## src/rtl/irqs_pkg.sv

```systemverilog
package irqs_pkg;
    localparam int unsigned WORD_W = 32;
    localparam int unsigned ADDR_W = 8;
    localparam int unsigned PRIO_ID_W = 6;

    // bank-relative offsets; bank 0 at 0x00, bank 1 at 0x9C
    localparam logic [ADDR_W-1:0] REL_IRQV  = 8'h00;
    localparam logic [ADDR_W-1:0] REL_MASK  = 8'h04;
    localparam logic [ADDR_W-1:0] REL_STEER = 8'h08;
    localparam logic [ADDR_W-1:0] REL_FIQV  = 8'h0C;
    localparam logic [ADDR_W-1:0] REL_PEND  = 8'h10;
    localparam logic [ADDR_W-1:0] OFF_CTL   = 8'h14;
    localparam logic [ADDR_W-1:0] OFF_TOP   = 8'h18;
    localparam logic [ADDR_W-1:0] OFF_PRIO_LO_FIRST = 8'h1C;
    localparam logic [ADDR_W-1:0] OFF_PRIO_LO_LAST  = 8'h98;
    localparam logic [ADDR_W-1:0] OFF_PRIO_HI_FIRST = 8'hB0;

    typedef enum logic [1:0] {
        ST_RUN       = 2'd0,
        ST_HALT_WAIT = 2'd1,
        ST_WAKE      = 2'd2
    } wake_state_e;

    function automatic logic [ADDR_W-1:0] bank_base(input int b);
        return (b == 0) ? 8'h00 : 8'h9C;
    endfunction
endpackage

```

## src/rtl/irqs_bank.sv

```systemverilog
module irqs_bank #(
    parameter int unsigned W    = 32,
    parameter int unsigned LIVE = 32
) (
    input  logic         clk_i,
    input  logic         rst_ni,
    input  logic [W-1:0] line_i,
    input  logic         wr_mask_i,
    input  logic         wr_steer_i,
    input  logic [W-1:0] wdata_i,
    output logic [W-1:0] pend_o,
    output logic [W-1:0] mask_o,
    output logic [W-1:0] steer_o
);
    logic [W-1:0] live_mask;

    for (genvar b = 0; b < W; b++) begin : g_live
        assign live_mask[b] = (b < LIVE) ? 1'b1 : 1'b0;
    end

    always_ff @(posedge clk_i or negedge rst_ni) begin
        if (!rst_ni) begin
            pend_o  <= '0;
            mask_o  <= '0;
            steer_o <= '0;
        end else begin
            pend_o <= line_i & live_mask;
            if (wr_mask_i)  mask_o  <= wdata_i;
            if (wr_steer_i) steer_o <= wdata_i;
        end
    end
endmodule

```

## src/rtl/irqs_prio.sv

```systemverilog
module irqs_prio #(
    parameter int unsigned N   = 40,
    parameter int unsigned W   = 32,
    parameter int unsigned IDW = 6,
    localparam int unsigned IXW = $clog2(N)
) (
    input  logic           clk_i,
    input  logic           rst_ni,
    input  logic           wr_i,
    input  logic [IXW-1:0] idx_i,
    input  logic [W-1:0]   wdata_i,
    output logic [W-1:0]   rdata_o
);
    logic           en_q [N];
    logic [IDW-1:0] id_q [N];

    for (genvar i = 0; i < N; i++) begin : g_ent
        always_ff @(posedge clk_i or negedge rst_ni) begin
            if (!rst_ni) begin
                en_q[i] <= 1'b0;
                id_q[i] <= '0;
            end else if (wr_i && (int'(idx_i) == i)) begin
                en_q[i] <= wdata_i[W-1];
                id_q[i] <= wdata_i[IDW-1:0];
            end
        end
    end

    always_comb begin
        rdata_o = '0;
        if (int'(idx_i) < int'(N)) begin
            rdata_o[W-1]     = en_q[idx_i];
            rdata_o[IDW-1:0] = id_q[idx_i];
        end
    end
endmodule

```

## src/rtl/irqs_wake_fsm.sv

```systemverilog
module irqs_wake_fsm
    import irqs_pkg::*;
(
    input  logic clk_i,
    input  logic rst_ni,
    input  logic halted_i,
    input  logic cause_i,
    output logic wake_o
);
    wake_state_e state_q, state_d;

    always_comb begin
        unique case (state_q)
            ST_RUN, ST_HALT_WAIT, ST_WAKE: begin
                if (!halted_i)    state_d = ST_RUN;       // go_run
                else if (cause_i) state_d = ST_WAKE;      // go_wake
                else              state_d = ST_HALT_WAIT; // go_wait
            end
            default: state_d = ST_RUN;
        endcase
    end

    always_ff @(posedge clk_i or negedge rst_ni) begin
        if (!rst_ni) state_q <= ST_RUN;
        else         state_q <= state_d;
    end

    always_comb begin
        unique case (state_q)
            ST_WAKE: wake_o = 1'b1;
            default: wake_o = 1'b0;
        endcase
    end
endmodule

```

## src/rtl/irq_steer_ctrl.sv

```systemverilog
module irq_steer_ctrl
    import irqs_pkg::*;
#(
    parameter int unsigned NSRC = 40
) (
    input  logic              clk_i,
    input  logic              rst_ni,
    input  logic [NSRC-1:0]   irq_lines_i,
    input  logic              halted_i,
    input  logic [ADDR_W-1:0] bus_addr_i,
    input  logic              bus_wr_i,
    input  logic [WORD_W-1:0] bus_wdata_i,
    output logic [WORD_W-1:0] bus_rdata_o,
    input  logic [WORD_W-1:0] top_result_i,
    output logic              fiq_o,
    output logic              irq_o,
    output logic              wake_o
);
    localparam int unsigned W     = WORD_W;
    localparam int unsigned NBANK = (NSRC + W - 1) / W;
    localparam int unsigned PIW   = $clog2(NSRC);
    localparam logic [ADDR_W-1:0] PRIO_HI_LAST = ADDR_W'(int'(OFF_PRIO_HI_FIRST) + 4 * (int'(NSRC) - 33));

    logic [NBANK*W-1:0] src_ext;
    logic [W-1:0]       pend_b  [NBANK];
    logic [W-1:0]       mask_b  [NBANK];
    logic [W-1:0]       steer_b [NBANK];
    logic [NBANK*W-1:0] pend_flat, mask_flat, steer_flat;
    logic [NBANK-1:0]   fiq_hit, irq_hit, cause_hit;
    logic               ctl_idle_q;
    logic               fiq_q, irq_q;
    logic               prio_hit;
    logic [PIW-1:0]     prio_idx;
    logic [W-1:0]       prio_rdata;

    assign src_ext = (NBANK*W)'(irq_lines_i);

    for (genvar b = 0; b < NBANK; b++) begin : g_bank
        localparam logic [ADDR_W-1:0] BASE = bank_base(b);
        localparam int unsigned LIVE = ((int'(NSRC) - b * int'(W)) >= int'(W)) ? W : (NSRC - b * W);
        irqs_bank #(.W(W), .LIVE(LIVE)) u_bank (
            .clk_i      (clk_i),
            .rst_ni     (rst_ni),
            .line_i     (src_ext[b*W +: W]),
            .wr_mask_i  (bus_wr_i && (bus_addr_i == BASE + REL_MASK)),
            .wr_steer_i (bus_wr_i && (bus_addr_i == BASE + REL_STEER)),
            .wdata_i    (bus_wdata_i),
            .pend_o     (pend_b[b]),
            .mask_o     (mask_b[b]),
            .steer_o    (steer_b[b])
        );
        assign fiq_hit[b]   = |(pend_b[b] & mask_b[b] & steer_b[b]);
        assign irq_hit[b]   = |(pend_b[b] & mask_b[b] & ~steer_b[b]);
        assign cause_hit[b] = |(pend_b[b] & (mask_b[b] | {W{~ctl_idle_q}}));
        assign pend_flat[b*W +: W]  = pend_b[b];
        assign mask_flat[b*W +: W]  = mask_b[b];
        assign steer_flat[b*W +: W] = steer_b[b];
    end

    always_ff @(posedge clk_i or negedge rst_ni) begin
        if (!rst_ni) begin
            ctl_idle_q <= 1'b0;
            fiq_q      <= 1'b0;
            irq_q      <= 1'b0;
        end else begin
            if (bus_wr_i && bus_addr_i == OFF_CTL) ctl_idle_q <= bus_wdata_i[0];
            fiq_q <= |fiq_hit;
            irq_q <= |irq_hit;
        end
    end

    assign fiq_o = fiq_q;
    assign irq_o = irq_q;

    irqs_wake_fsm u_wake (
        .clk_i    (clk_i),
        .rst_ni   (rst_ni),
        .halted_i (halted_i),
        .cause_i  (|cause_hit),
        .wake_o   (wake_o)
    );

    always_comb begin
        prio_hit = 1'b0;
        prio_idx = '0;
        if (bus_addr_i[1:0] == 2'b00) begin
            if (bus_addr_i >= OFF_PRIO_LO_FIRST && bus_addr_i <= OFF_PRIO_LO_LAST) begin
                prio_hit = 1'b1;
                prio_idx = PIW'((bus_addr_i - OFF_PRIO_LO_FIRST) >> 2);
            end else if (bus_addr_i >= OFF_PRIO_HI_FIRST && bus_addr_i <= PRIO_HI_LAST) begin
                prio_hit = 1'b1;
                prio_idx = PIW'(32) + PIW'((bus_addr_i - OFF_PRIO_HI_FIRST) >> 2);
            end
        end
    end

    irqs_prio #(.N(NSRC), .W(W), .IDW(PRIO_ID_W)) u_prio (
        .clk_i   (clk_i),
        .rst_ni  (rst_ni),
        .wr_i    (bus_wr_i && prio_hit),
        .idx_i   (prio_idx),
        .wdata_i (bus_wdata_i),
        .rdata_o (prio_rdata)
    );

    always_comb begin
        bus_rdata_o = '0;
        for (int b = 0; b < int'(NBANK); b++) begin
            if (bus_addr_i == bank_base(b) + REL_IRQV)  bus_rdata_o = pend_b[b] & mask_b[b] & ~steer_b[b];
            if (bus_addr_i == bank_base(b) + REL_FIQV)  bus_rdata_o = pend_b[b] & mask_b[b] & steer_b[b];
            if (bus_addr_i == bank_base(b) + REL_MASK)  bus_rdata_o = mask_b[b];
            if (bus_addr_i == bank_base(b) + REL_STEER) bus_rdata_o = steer_b[b];
            if (bus_addr_i == bank_base(b) + REL_PEND)  bus_rdata_o = pend_b[b];
        end
        if (bus_addr_i == OFF_CTL) bus_rdata_o = {{(W-1){1'b0}}, ctl_idle_q};
        if (bus_addr_i == OFF_TOP) bus_rdata_o = top_result_i;
        if (prio_hit)              bus_rdata_o = prio_rdata;
    end
endmodule

```

## config.mk

```make
export PLATFORM = sky130hd
export DESIGN_NAME = irq_steer_ctrl
export DESIGN_NICKNAME = d
export VERILOG_FILES = /design/src/rtl/irqs_pkg.sv /design/src/rtl/irqs_bank.sv /design/src/rtl/irqs_prio.sv /design/src/rtl/irqs_wake_fsm.sv /design/src/rtl/irq_steer_ctrl.sv
export SDC_FILE = /design/constraint.sdc
export NUM_CORES = 1
export LEC_CHECK = 0
export ABC_CLOCK_PERIOD_IN_PS = 4200
export BUFFER_PORTS_ARGS = -buffer_cell sky130_fd_sc_hd__buf_2
export CAP_MARGIN = 20
export CELL_PAD_IN_SITES_DETAIL_PLACEMENT = 0
export CELL_PAD_IN_SITES_GLOBAL_PLACEMENT = 1
export CORE_MARGIN = 1.5
export CORE_UTILIZATION = 50
export DETAILED_ROUTE_END_ITERATION = 10
export PLACE_DENSITY_LB_ADDON = 0.1
export SYNTH_ARGS = -nofsm -noshare
export SYNTH_HDL_FRONTEND = slang
export SYNTH_HIERARCHICAL = 1
export SYNTH_SLANG_ARGS = --single-unit
export TNS_END_PERCENT = 100
```

## constraint.sdc

```tcl
create_clock -name clk_i -period 4.2 [get_ports clk_i]
set_input_delay 0.42 -clock clk_i [delete_from_list [all_inputs] [get_ports clk_i]]
set_output_delay 0.42 -clock clk_i [all_outputs]
set_load 0.03 [all_outputs]
```

# Word-level counts from Yosys, hierarchy flattened
# Cells that the tools add are included.
[classes]
order_cmp = 6
multipliers = 0
n_reduce_logical = 56
shifts = 0
n_eq_ne = 52
bitwise_logic = 14
mux = 31
n_div = 0
add_sub_neg = 3
[op_table]
columns = ["cell", "n"]
rows = [
  ["32-bit two-way mux", 13],
  ["32-bit AND", 6],
  ["64-bit OR reduction", 3],
  ["6-bit equality test, second input constant", 24],
  ["8-bit by 32-bit AND with 32-bit output", 2],
  ["32-bit inverter", 2],
  ["32-bit bitwise OR", 2],
  ["6-bit by 5-bit equality test with 1-bit output, second input constant", 8],
  ["1-bit logical AND", 48],
  ["8-bit equality test, second input constant", 5],
  ["6-bit binary-select mux with 6-bit select", 1],
  ["6-bit two-way mux", 6],
  ["6-bit by 4-bit equality test with 1-bit output, second input constant", 4],
  ["8-bit by 5-bit equality test with 1-bit output, second input constant", 3],
  ["8-bit by 4-bit equality test with 1-bit output, second input constant", 2],
  ["8-bit less-or-equal comparator, second input constant", 2],
  ["6-bit by 3-bit equality test with 1-bit output, second input constant", 2],
  ["8-bit by 3-bit equality test with 1-bit output, second input constant", 1],
  ["8-bit by 5-bit >= comparator with 1-bit output, second input constant", 1],
  ["8-bit >= comparator, second input constant", 1],
  ["8-bit logical NOT", 1],
  ["8-bit by 5-bit subtractor with 8-bit output, second input constant", 1],
  ["8-bit subtractor, second input constant", 1],
  ["7-bit >= comparator, second input constant", 1],
  ["other kinds (13)", 22],
]
[totals]
output_inout_bits = 35
ramBits = 0
romBits = 0
latch_bits = 0
n_memories = 0
input_bits = 116
register_bits = 453

# Logic depth before layout (Yosys ltp)
# Gate-level depths: netlist of run 1.
[logic_depth]
depth_word = 15
depth_mapped = 19
ltp_nobuf = 14

# By module
# The synthesis of run 1 kept the hierarchy.
[modules_own_cells]
columns = ["module", "seq_area_each_um2", "area_per_inst_um2", "cells_each", "n_inst"]
rows = [
  ["irqs_prio", 7006.7, 13267.7, 923, 1],
  ["irq_steer_ctrl", 75.1, 5297.6, 944, 1],
  ["irqs_bank (g_bank[0].u_bank)", 2402.3, 3490.8, 168, 1],
  ["irqs_bank (g_bank[1].u_bank)", 1801.7, 3074.2, 169, 1],
  ["irqs_wake_fsm", 50.0, 83.8, 7, 1],
]

# Worst setup path before layout of run 1
# OpenSTA, ideal clock, no wires.
[synth_path]
kind = "input-to-output"
from = "input port bus_addr_i[2]"
to = "output port bus_rdata_o[5]"
slack_ps = 62
t_arrival_ps = 3718
stages = 19
path_cell_list = "inv_1 ha_1 buf_2 nor4bb_2 nor4b_1 o32a_1 buf_2 clkbuf_1 nor2_1 buf_2 buf_2 buf_4 buf_4 mux2i_1 nand2_1 nand4_1 nand4_1 o21ai_0 a31oi_1"
[synth_between]
word_cells_on_any_way = 46
classes_between = "add/sub: 3; order compare: 5; eq/ne: 11; mux: 23; bitwise: 1; reduce/logical: 3"
[synth_lines]
columns = ["item", "line_no", "text"]
rows = [
  ["from (decl)", "irq_steer_ctrl.sv:10", "input logic [ADDR_W-1:0] bus_addr_i,"],
  ["8-bit subtractor, or another cell as far along", "irq_steer_ctrl.sv:92", "prio_idx = PIW'(32) + PIW'((bus_addr_i - OFF_PRIO_HI_FIRST) >> 2);"],
  ["6-bit adder or 1-bit logical AND (tied branches)", "irq_steer_ctrl.sv:92, irq_steer_ctrl.sv:90", ""],
  ["6-bit two-way mux", "irq_steer_ctrl.sv:90", "end else if (bus_addr_i >= OFF_PRIO_HI_FIRST && bus_addr_i <= PRIO_HI_LAST) begin"],
  ["6-bit two-way mux *", "irq_steer_ctrl.sv:87", "if (bus_addr_i >= OFF_PRIO_LO_FIRST && bus_addr_i <= OFF_PRIO_LO_LAST) begin"],
  ["6-bit two-way mux *", "irq_steer_ctrl.sv:86", "if (bus_addr_i[1:0] == 2'b00) begin"],
  ["via prio_idx[1]", "irq_steer_ctrl.sv:33", "logic [PIW-1:0] prio_idx;"],
  ["6-bit inverter with 7-bit output (implied by the code)", "irqs_prio.sv:33", "rdata_o[IDW-1:0] = id_q[idx_i];"],
  ["6-bit binary-select mux with 6-bit select", "irqs_prio.sv:33", ""],
  ["6-bit two-way mux (implied by the code) (2 in series)", "irqs_prio.sv:33", ""],
  ["6-bit two-way mux *", "irqs_prio.sv:31", "if (int'(idx_i) < int'(N)) begin"],
  ["via prio_rdata[5]", "irq_steer_ctrl.sv:34", "logic [W-1:0] prio_rdata;"],
  ["32-bit two-way mux *", "irq_steer_ctrl.sv:117", "if (prio_hit) bus_rdata_o = prio_rdata;"],
  ["to (decl)", "irq_steer_ctrl.sv:13", "output logic [WORD_W-1:0] bus_rdata_o,"],
]
# The timed path passes the listed nets; every way through them passes the cells marked *. The select of a mux whose other input is x is not followed.

# Worst setup path after layout of run 1
[layout_path]
from = "input port bus_addr_i[2]"
to = "output port bus_rdata_o[4]"
# Same word-level chain as after synthesis.

==> results by group, run 1 <==
Floorplanning
  – Die Footprint: 0.0518 mm2
  – Core area: 0.0500 mm2
  – Die Width: 228 um
  – Die Ht: 228 um
  – Number of cell rows: 82
  – Initial Util: 50.5%
  – # IOs: 151

Layout
  – Register area: 0.0113 mm2
  – Final instance area: 0.0296 mm2
  – Final Non-Filler Cells: 3,175
  – Layout cells sized above 1: 36.9%
  – Fin util: 59.3%
  – Multi-input logic area: 0.0130 mm2
  – Fillers: 4,200
  – Synth-to-Final Area Change: 17.4%
  – Nets: 2,586

Timing
  – Slew headroom: 14.8%
  – Final Cycle Share: 101%
  – Worst Clk Skew: 0.0178 ns
  – Worst hold slack: 0.0401 ns
  – Final Max Slew Viols: 0
  – FMAX: 236 MHz
  – Setup TNS Final: -0.0850 ns
  – Endpoints failing setup: 2
  – Worst Tran Pin Value: 1.27 ns
  – Final Hold Viols: 0
  – Tmin final: 4.25 ns
  – RSZ-0062 raised after global routing: yes
  – Final worst setup slack: -0.0453 ns

Place
  – Dpl ws: -0.333 ns
  – DP Area: 0.0270 mm2
  – Placed insts: 3,014
  – Routability congestion estimate: 1.02
  – Dpl hpwl: 65.4 mm
  – Port-buffer cells: 150

Clock tree
  – CTS Buffer Depth: 3
  – Root Driver: clkbuf_16
  – Inserted Clock Buffers: 50
  – Clk pin slew, worst setup/hold paths: 0.06 ns
  – H-tree depth: 2
  – CTS tree: built
  – CTS sink count: 453
  – Skew-Pair Late Insertion Delay: 0.62 ns

Critical path
  – Critical path class: primary input to output port
  – WP data arrival: 3.83 ns
  – Worst Path Required: 3.78 ns
  – CP endpoint kind: output port
  – Startpoint Class: primary input
  – Crit-path max FO: 10

Global routing
  – Vias in the first global route: 19,800
  – GRT Total Usage: 35.3%
  – Overflow after GRT: 0
  – Initial antenna violation count: 1
  – First-pass GRT wire length: 133 mm
  – Largest net degree at the start of global routing: 93

Yosys
  – Mapped Avg Cell Area: 11.4 um2
  – Mapped Cells: 2,210
  – Syn Std Cell Area: 0.0252 mm2
  – Warnings, synthesis: 6

Pwr
  – P per Cell Area: 359 mW/mm2
  – VDD IR-drop max: 0.352 mV
  – Power Total: 10.6 mW
  – Reported leakage power: 13.5 nW

Routing
  – Post-DRT Antenna Nets: 0
  – Drt wl/cell: 28.8 um
  – DR pass1 iterations: 6
  – Routed wire length: 91.4 mm
  – Vias/cell: 6.23
  – # DRC: 0
  – Routed via count: 19,800
  – 1st-iter DRT viols: 1,710

Job
  – Number of max-cap violations: 0

Min path
  – HP Class: primary input to register

Run status
  – Failing checks: setup timing
  – Outcome: finished with violations
cell type report:
cell class                 count  share of cell area, %
clock inverter                19                  0.799
tap                          672                   2.84
clock buffer                  73                   5.02
sequential                   453                   38.3
antenna                        1                0.00845
timing repair buffer         350                   9.06
inverter                      17                  0.224
multi-input combinational   1590                   43.8
placed cells by master (no fill, tap or decap), types with 11 or more instances in the layout:
cell           count
nor2_2            11
dlygate4sd3_1     41
mux2_4           121
nand3_1          122
mux2_2           293
buf_12            19
mux4_2            42
a31oi_1           20
dfrtp_1          453
and3_1            13
clkbuf_16         51
nand2_1          191
conb_1            49
a21oi_1           64
o21ai_0           83
o31ai_1           33
buf_4            137
o22ai_1           40
buf_2            141
clkbuf_8          15
a22oi_1           46
nor2_1            77
o211ai_1          13
nor4_1            27
nor3_1            42
inv_1             14
mux2i_1           76
nand4_1           51
state kept, by name, summed over array words and instances, names as in the netlist, 2 cells and up:
signal                 flops
u_wake/state_q             2
u_prio/id_q              240
g_bank.u_bank/pend_o      40
u_prio/en_q               40
g_bank.u_bank/steer_o     64
g_bank.u_bank/mask_o      64
worst paths after layout:
kind / startpoint / to / slack, ns / depth (start not counted)
setup / recovery: bus_addr_i[2] / bus_rdata_o[4] / -0.05 / 18
hold / removal: halted_i / u_wake/state_q[0]$_DFF_PN0_ / 0.04 / 3
setup reg to reg: g_bank[1].u_bank/pend_o[6]$_DFF_PN0_ / u_wake/state_q[0]$_DFF_PN0_ / 1.29 / 5
hold reg to reg: u_wake/state_q[1]$_DFF_PN0_ / u_wake/state_q[0]$_DFF_PN0_ / 0.48 / 1
max in group asynchronous: rst_ni / u_prio/id_q[63]$_DFFE_PN0P_ / 2.73 / 3
min in group asynchronous: rst_ni / g_bank[0].u_bank/mask_o[25]$_DFFE_PN0P_ / 0.46 / 2
worst max-delay path, cell delays in order:
cell      delay (ns)
buf_6           0.10
inv_4           0.05
ha_4            0.12
nor4bb_4        0.38
buf_4           0.19
o21ai_2         0.06
nand2_2         0.13
xnor2_2         0.10
nor2_4          0.11
buf_12          0.16
buf_12          0.15
mux4_2          0.50
a22oi_1         0.19
a21o_1          0.21
nand4_1         0.33
o21ai_2         0.30
o31ai_4         0.13
buf_6           0.17
routing by layer:
| layer | vias to the layer above | track usage [%] | share of wire [%] |
|---|---|---|---|
| met5 | - | 0 | 0 |
| met4 | 0 | 22.5 | 6.9 |
| met3 | 266 | 4.69 | 5.3 |
| met2 | 828 | 59.7 | 49 |
| met1 | 9998 | 42.7 | 39 |
| li1 | 8675 | - | - |
where the power goes:
| group | switching, mW | internal (mW) |
|---|---|---|
| Clock | 1.93 | 2.66 |
| Sequential | 0.206 | 4.54 |
| Combinational | 0.741 | 0.559 |
what timing repair did:
action                                  4_1_cts  5_1_grt
hold endpoints to repair                    127        0
endpoints found under the setup margin       12       13
setup buffers                                12       14
gates cloned                                  1        1
gates resized for setup                      23       43
pin swaps                                    16       29
hold buffers                                 41        0
No activity file was read; power rests on OpenSTA's default activity.
==> run 2: changes to the inputs <==
--- a/config.mk
+++ b/config.mk
@@ -11,11 +11,11 @@
 export CELL_PAD_IN_SITES_DETAIL_PLACEMENT = 0
 export CELL_PAD_IN_SITES_GLOBAL_PLACEMENT = 1
 export CORE_MARGIN = 1.5
-export CORE_UTILIZATION = 50
+export CORE_UTILIZATION = 49
 export DETAILED_ROUTE_END_ITERATION = 10
+export GPL_ROUTABILITY_DRIVEN = 0
 export PLACE_DENSITY_LB_ADDON = 0.1
 export SYNTH_ARGS = -nofsm -noshare
 export SYNTH_HDL_FRONTEND = slang
-export SYNTH_HIERARCHICAL = 1
 export SYNTH_SLANG_ARGS = --single-unit
 export TNS_END_PERCENT = 100
==> results by group, run 2 <==
Run status
  – Outcome: finished clean (was finished with violations)

Yosys
  – Area leader, netlist: dfrtp_1
  – Synth top area share: 50.7%
  – Most frequent cell after synthesis: dfrtp_1
  – Post-synth cell types: 75
  – Flops & latches, synth: 453
  – Syn Std Cell Area: 0.0224 mm2 (was 0.0252 mm2)
  – Seq/Total Area, Yosys: 50.7%
  – Synth Net Count: 2,103
  – Mapped Avg Cell Area: 11.3 um2 (was 11.4 um2)
  – Top cells by instance count after synthesis: 453 x dfrtp_1, 408 x mux2_2, 158 x nand2_1
  – Synth Flop Type: dfrtp_1
  – Ranking of synthesized cells by area: dfrtp_1 51%, mux2_2 21%, o22ai_1 3.1%, nand2_1 2.7%, a21oi_1 2.6%
  – Mapped Cells: 1,978 (was 2,210)
  – EDFF count, synth: 0
  – Warnings, synthesis: 0 (was 6)
  – Fraction of registers with async set/reset: 100%

Routing
  – Drt wl/cell: 25.8 um (was 28.8 um)
  – Routed wire length: 72.7 mm (was 91.4 mm)
  – Routed via count: 17,700 (was 19,800)
  – Vias/cell: 6.27 (was 6.23)
  – Post-DRT Antenna Nets: 0 (unchanged)
  – # DRC: 0 (unchanged)
  – DR pass1 iterations: 5 (was 6)
  – 1st-iter DRT viols: 1,720 (was 1,710)

Clock tree
  – CTS sink count: 453 (unchanged)
  – Clk pin slew, worst setup/hold paths: 0.06 ns (about the same)
  – Skew-Pair Late Insertion Delay: 0.61 ns (was 0.62 ns)
  – Root Driver: clkbuf_16 (unchanged)
  – H-tree depth: 2 (unchanged)
  – CTS tree: built (unchanged)
  – CTS Buffer Depth: 3 (unchanged)
  – Inserted Clock Buffers: 49 (was 50)
  – Total setup buffers inserted after CTS: 0 (was 12)

Min path
  – Hold Path Origin: halted_i (unchanged)
  – HP Class: primary input to register (unchanged)

Critical path
  – CP endpoint kind: output port (unchanged)
  – Worst Path Required: 3.78 ns (about the same)
  – CP max stage cell: or3_1 (was mux4_2)
  – Family with the most delay on the worst path: compound AO/OA/AOI/OAI gates (was simple AND/OR/NAND/NOR gates)
  – Crit-path max FO: 41 (was 10)
  – WP data arrival: 3.66 ns (was 3.83 ns)
  – Worst-path cell chain: buf_2 > inv_1 > ha_1 > a21o_1 > or3_1 > nand4_1 > and2_2 > buf_12 > buf_4 > o22ai_1 > o31ai_2 > a31oi_1 > o31ai_2 > buf_2 (was buf_6 > inv_4 > ha_4 > nor4bb_4 > buf_4 > o21ai_2 > nand2_2 > xnor2_2 > nor2_4 > buf_12 > buf_12 > mux4_2 > a22oi_1 > a21o_1 > nand4_1 > o21ai_2 > o31ai_4 > buf_6)
  – Worst R2R Setup Slack: 1.69 ns (was 1.29 ns)
  – Reg-to-Reg Start: g_bank[0].u_bank.pend_o[22]$_DFF_PN0_ (was g_bank[1].u_bank/pend_o[6]$_DFF_PN0_)
  – Startpoint Class: primary input (unchanged)
  – Worst Setup SP: bus_addr_i[5] (was bus_addr_i[2])
  – Critical path buffers and inverters: 5 (was 6)
  – Critical path class: primary input to output port (unchanged)
  – CP max stage delay: 0.46 ns (was 0.50 ns)

Global routing
  – First-pass GRT wire length: 110 mm (was 133 mm)
  – Vias in the first global route: 17,900 (was 19,800)
  – Routing usage on met3: 4.13% (was 4.69%)
  – Overflow after GRT: 0 (unchanged)
  – GRT Total Usage: 30.8% (was 35.3%)
  – M2 GR Usage: 53.3% (was 59.7%)
  – Met1 GRT Util: 37.8% (was 42.7%)
  – Gr busiest metal: met2 (unchanged)
  – Initial antenna violation count: 0 (was 1)
  – Largest net degree at the start of global routing: 119 (was 93)

Layout
  – Most common cell after layout, fill and taps aside: dfrtp_1 (unchanged)
  – Fin util: 58.5% (was 59.3%)
  – Nets: 2,308 (was 2,586)
  – Max reg flops: 240 (unchanged)
  – Final Non-Filler Cells: 2,824 (was 3,175)
  – Top Registers: u_prio.id_q x240, g_bank.u_bank.mask_o x64, g_bank.u_bank.steer_o x64 (was u_prio/id_q x240, g_bank.u_bank/mask_o x64, g_bank.u_bank/steer_o x64)
  – Top reg by flops: u_prio.id_q (was u_prio/id_q)
  – Synth-to-Final Area Change: 18.1% (was 17.4%)
  – Most frequent cells in the layout: 453 x dfrtp_1, 408 x mux2_2, 156 x nand2_1 (was 453 x dfrtp_1, 293 x mux2_2, 191 x nand2_1)
  – Layout cells sized above 1: 35.4% (was 36.9%)
  – # diodes: 0 (was 1)

Floorplanning
  – Core area: 0.0452 mm2 (was 0.0500 mm2)
  – Number of cell rows: 78 (was 82)
  – # IOs: 151 (unchanged)
  – Die Ht: 217 um (was 228 um)
  – Die Width: 217 um (was 228 um)
  – Die Footprint: 0.0469 mm2 (was 0.0518 mm2)
  – Initial Util: 49.5% (was 50.5%)

Job
  – Number of max-cap violations: 0 (unchanged)

Pwr
  – Reported leakage power: 12.7 nW (was 13.5 nW)
  – VDD IR-drop max: 0.360 mV (was 0.352 mV)
  – P per Cell Area: 389 mW/mm2 (was 359 mW/mm2)

Timing
  – Final Max Slew Viols: 0 (unchanged)
  – Final Cycle Share: 97.0% (was 101%)
  – Worst Clk Skew: 0.00996 ns (was 0.0178 ns)
  – FMAX: 245 MHz (was 236 MHz)
  – Endpoints failing setup: 0 (was 2)
  – Final worst setup slack: 0.125 ns (was -0.0453 ns)
  – Final Hold Viols: 0 (unchanged)
  – Setup TNS Final: 0 ns (was -0.0850 ns)
  – Tmin final: 4.08 ns (was 4.25 ns)
  – Slew headroom: 22.5% (was 14.8%)
  – Worst Tran Pin Value: 1.16 ns (was 1.27 ns)

Place
  – Dpl hpwl: 49.9 mm (was 65.4 mm)
  – Dpl ws: -0.119 ns (was -0.333 ns)
  – Placed insts: 2,690 (was 3,014)
  – Port-buffer cells: 150 (unchanged)
-- run 2: final timing paths --
check                                                        end  cells after the start
max                                               bus_rdata_o[3]                     14
min                                  u_wake.state_q[0]$_DFF_PN0_                      3
max reg2reg                          u_wake.state_q[1]$_DFF_PN0_                      5
min reg2reg                         u_prio.id_q[100]$_DFFE_PN0P_                      1
max in group asynchronous           u_prio.id_q[227]$_DFFE_PN0P_                      3
min in group asynchronous  g_bank[0].u_bank.pend_o[27]$_DFF_PN0_                      2
-- run 2: tightest hold or removal path: cells and delay by family --
kind	cells	cell delay, ns
simple gates	2	0.11
buf+inv	1	0.10
-- run 2: kinds of logic after synthesis --
logic type	count (synthesis)	share of synthesized area (%)
simple gates	412	9.17
compound gates	512	14.8
mux	444	22.2
buf+inv	146	2.61
flops	453	50.7
fa+ha+maj	9	0.503
xor+xnor	2	0.0783
-- run 2: layout make-up --
| type | instances | area, um2 |
|---|---|---|
| Fill cell | 3869 | 18800 |
| Sequential cell | 453 | 11300 |
| Multi-Input combinational cell | 1380 | 10600 |
| Timing Repair Buffer | 294 | 2050 |
| Clock buffer | 80 | 1510 |
| Tap cell | 600 | 751 |
| Clock inverter | 12 | 193 |
| Inverter | 5 | 18.8 |
-- run 2: through the flow --
stage / hold slack, ns / area (um2) / total power [mW]
2_1_floorplan: 0.124 / 22400 / 5.26
3_3_place_gp: 0.478 / 24200 / 5.74
3_5_place_dp: 0.482 / 24200 / 5.76
4_1_cts: 0.0420 / 26400 / 10.3
5_1_grt: 0.0608 / 26400 / 10.6
6_report: 0.0563 / 26400 / 10.3
-- run 2: where the power goes --
group	total (mW)	internal [mW]	switching, mW
sequential	4.73	4.56	0.173
clock	4.53	2.71	1.82
combinational	1.01	0.426	0.581
-- run 2: timing repair --
item | 4_1_cts | 5_1_grt
setup endpoints to repair | 3 | 10
gates resized for setup | 4 | 11
gates cloned | 0 | 1
endpoints found under the hold margin | 146 | 0
hold buffers | 41 | 0
-- run 2: metal layers --
metal / vias up / part of all wire, %
met5: - / 0
met4: 0 / 5.2
met3: 196 / 5.0
met1: 9020 / 40
li1: 7849 / -
met2: 642 / 50
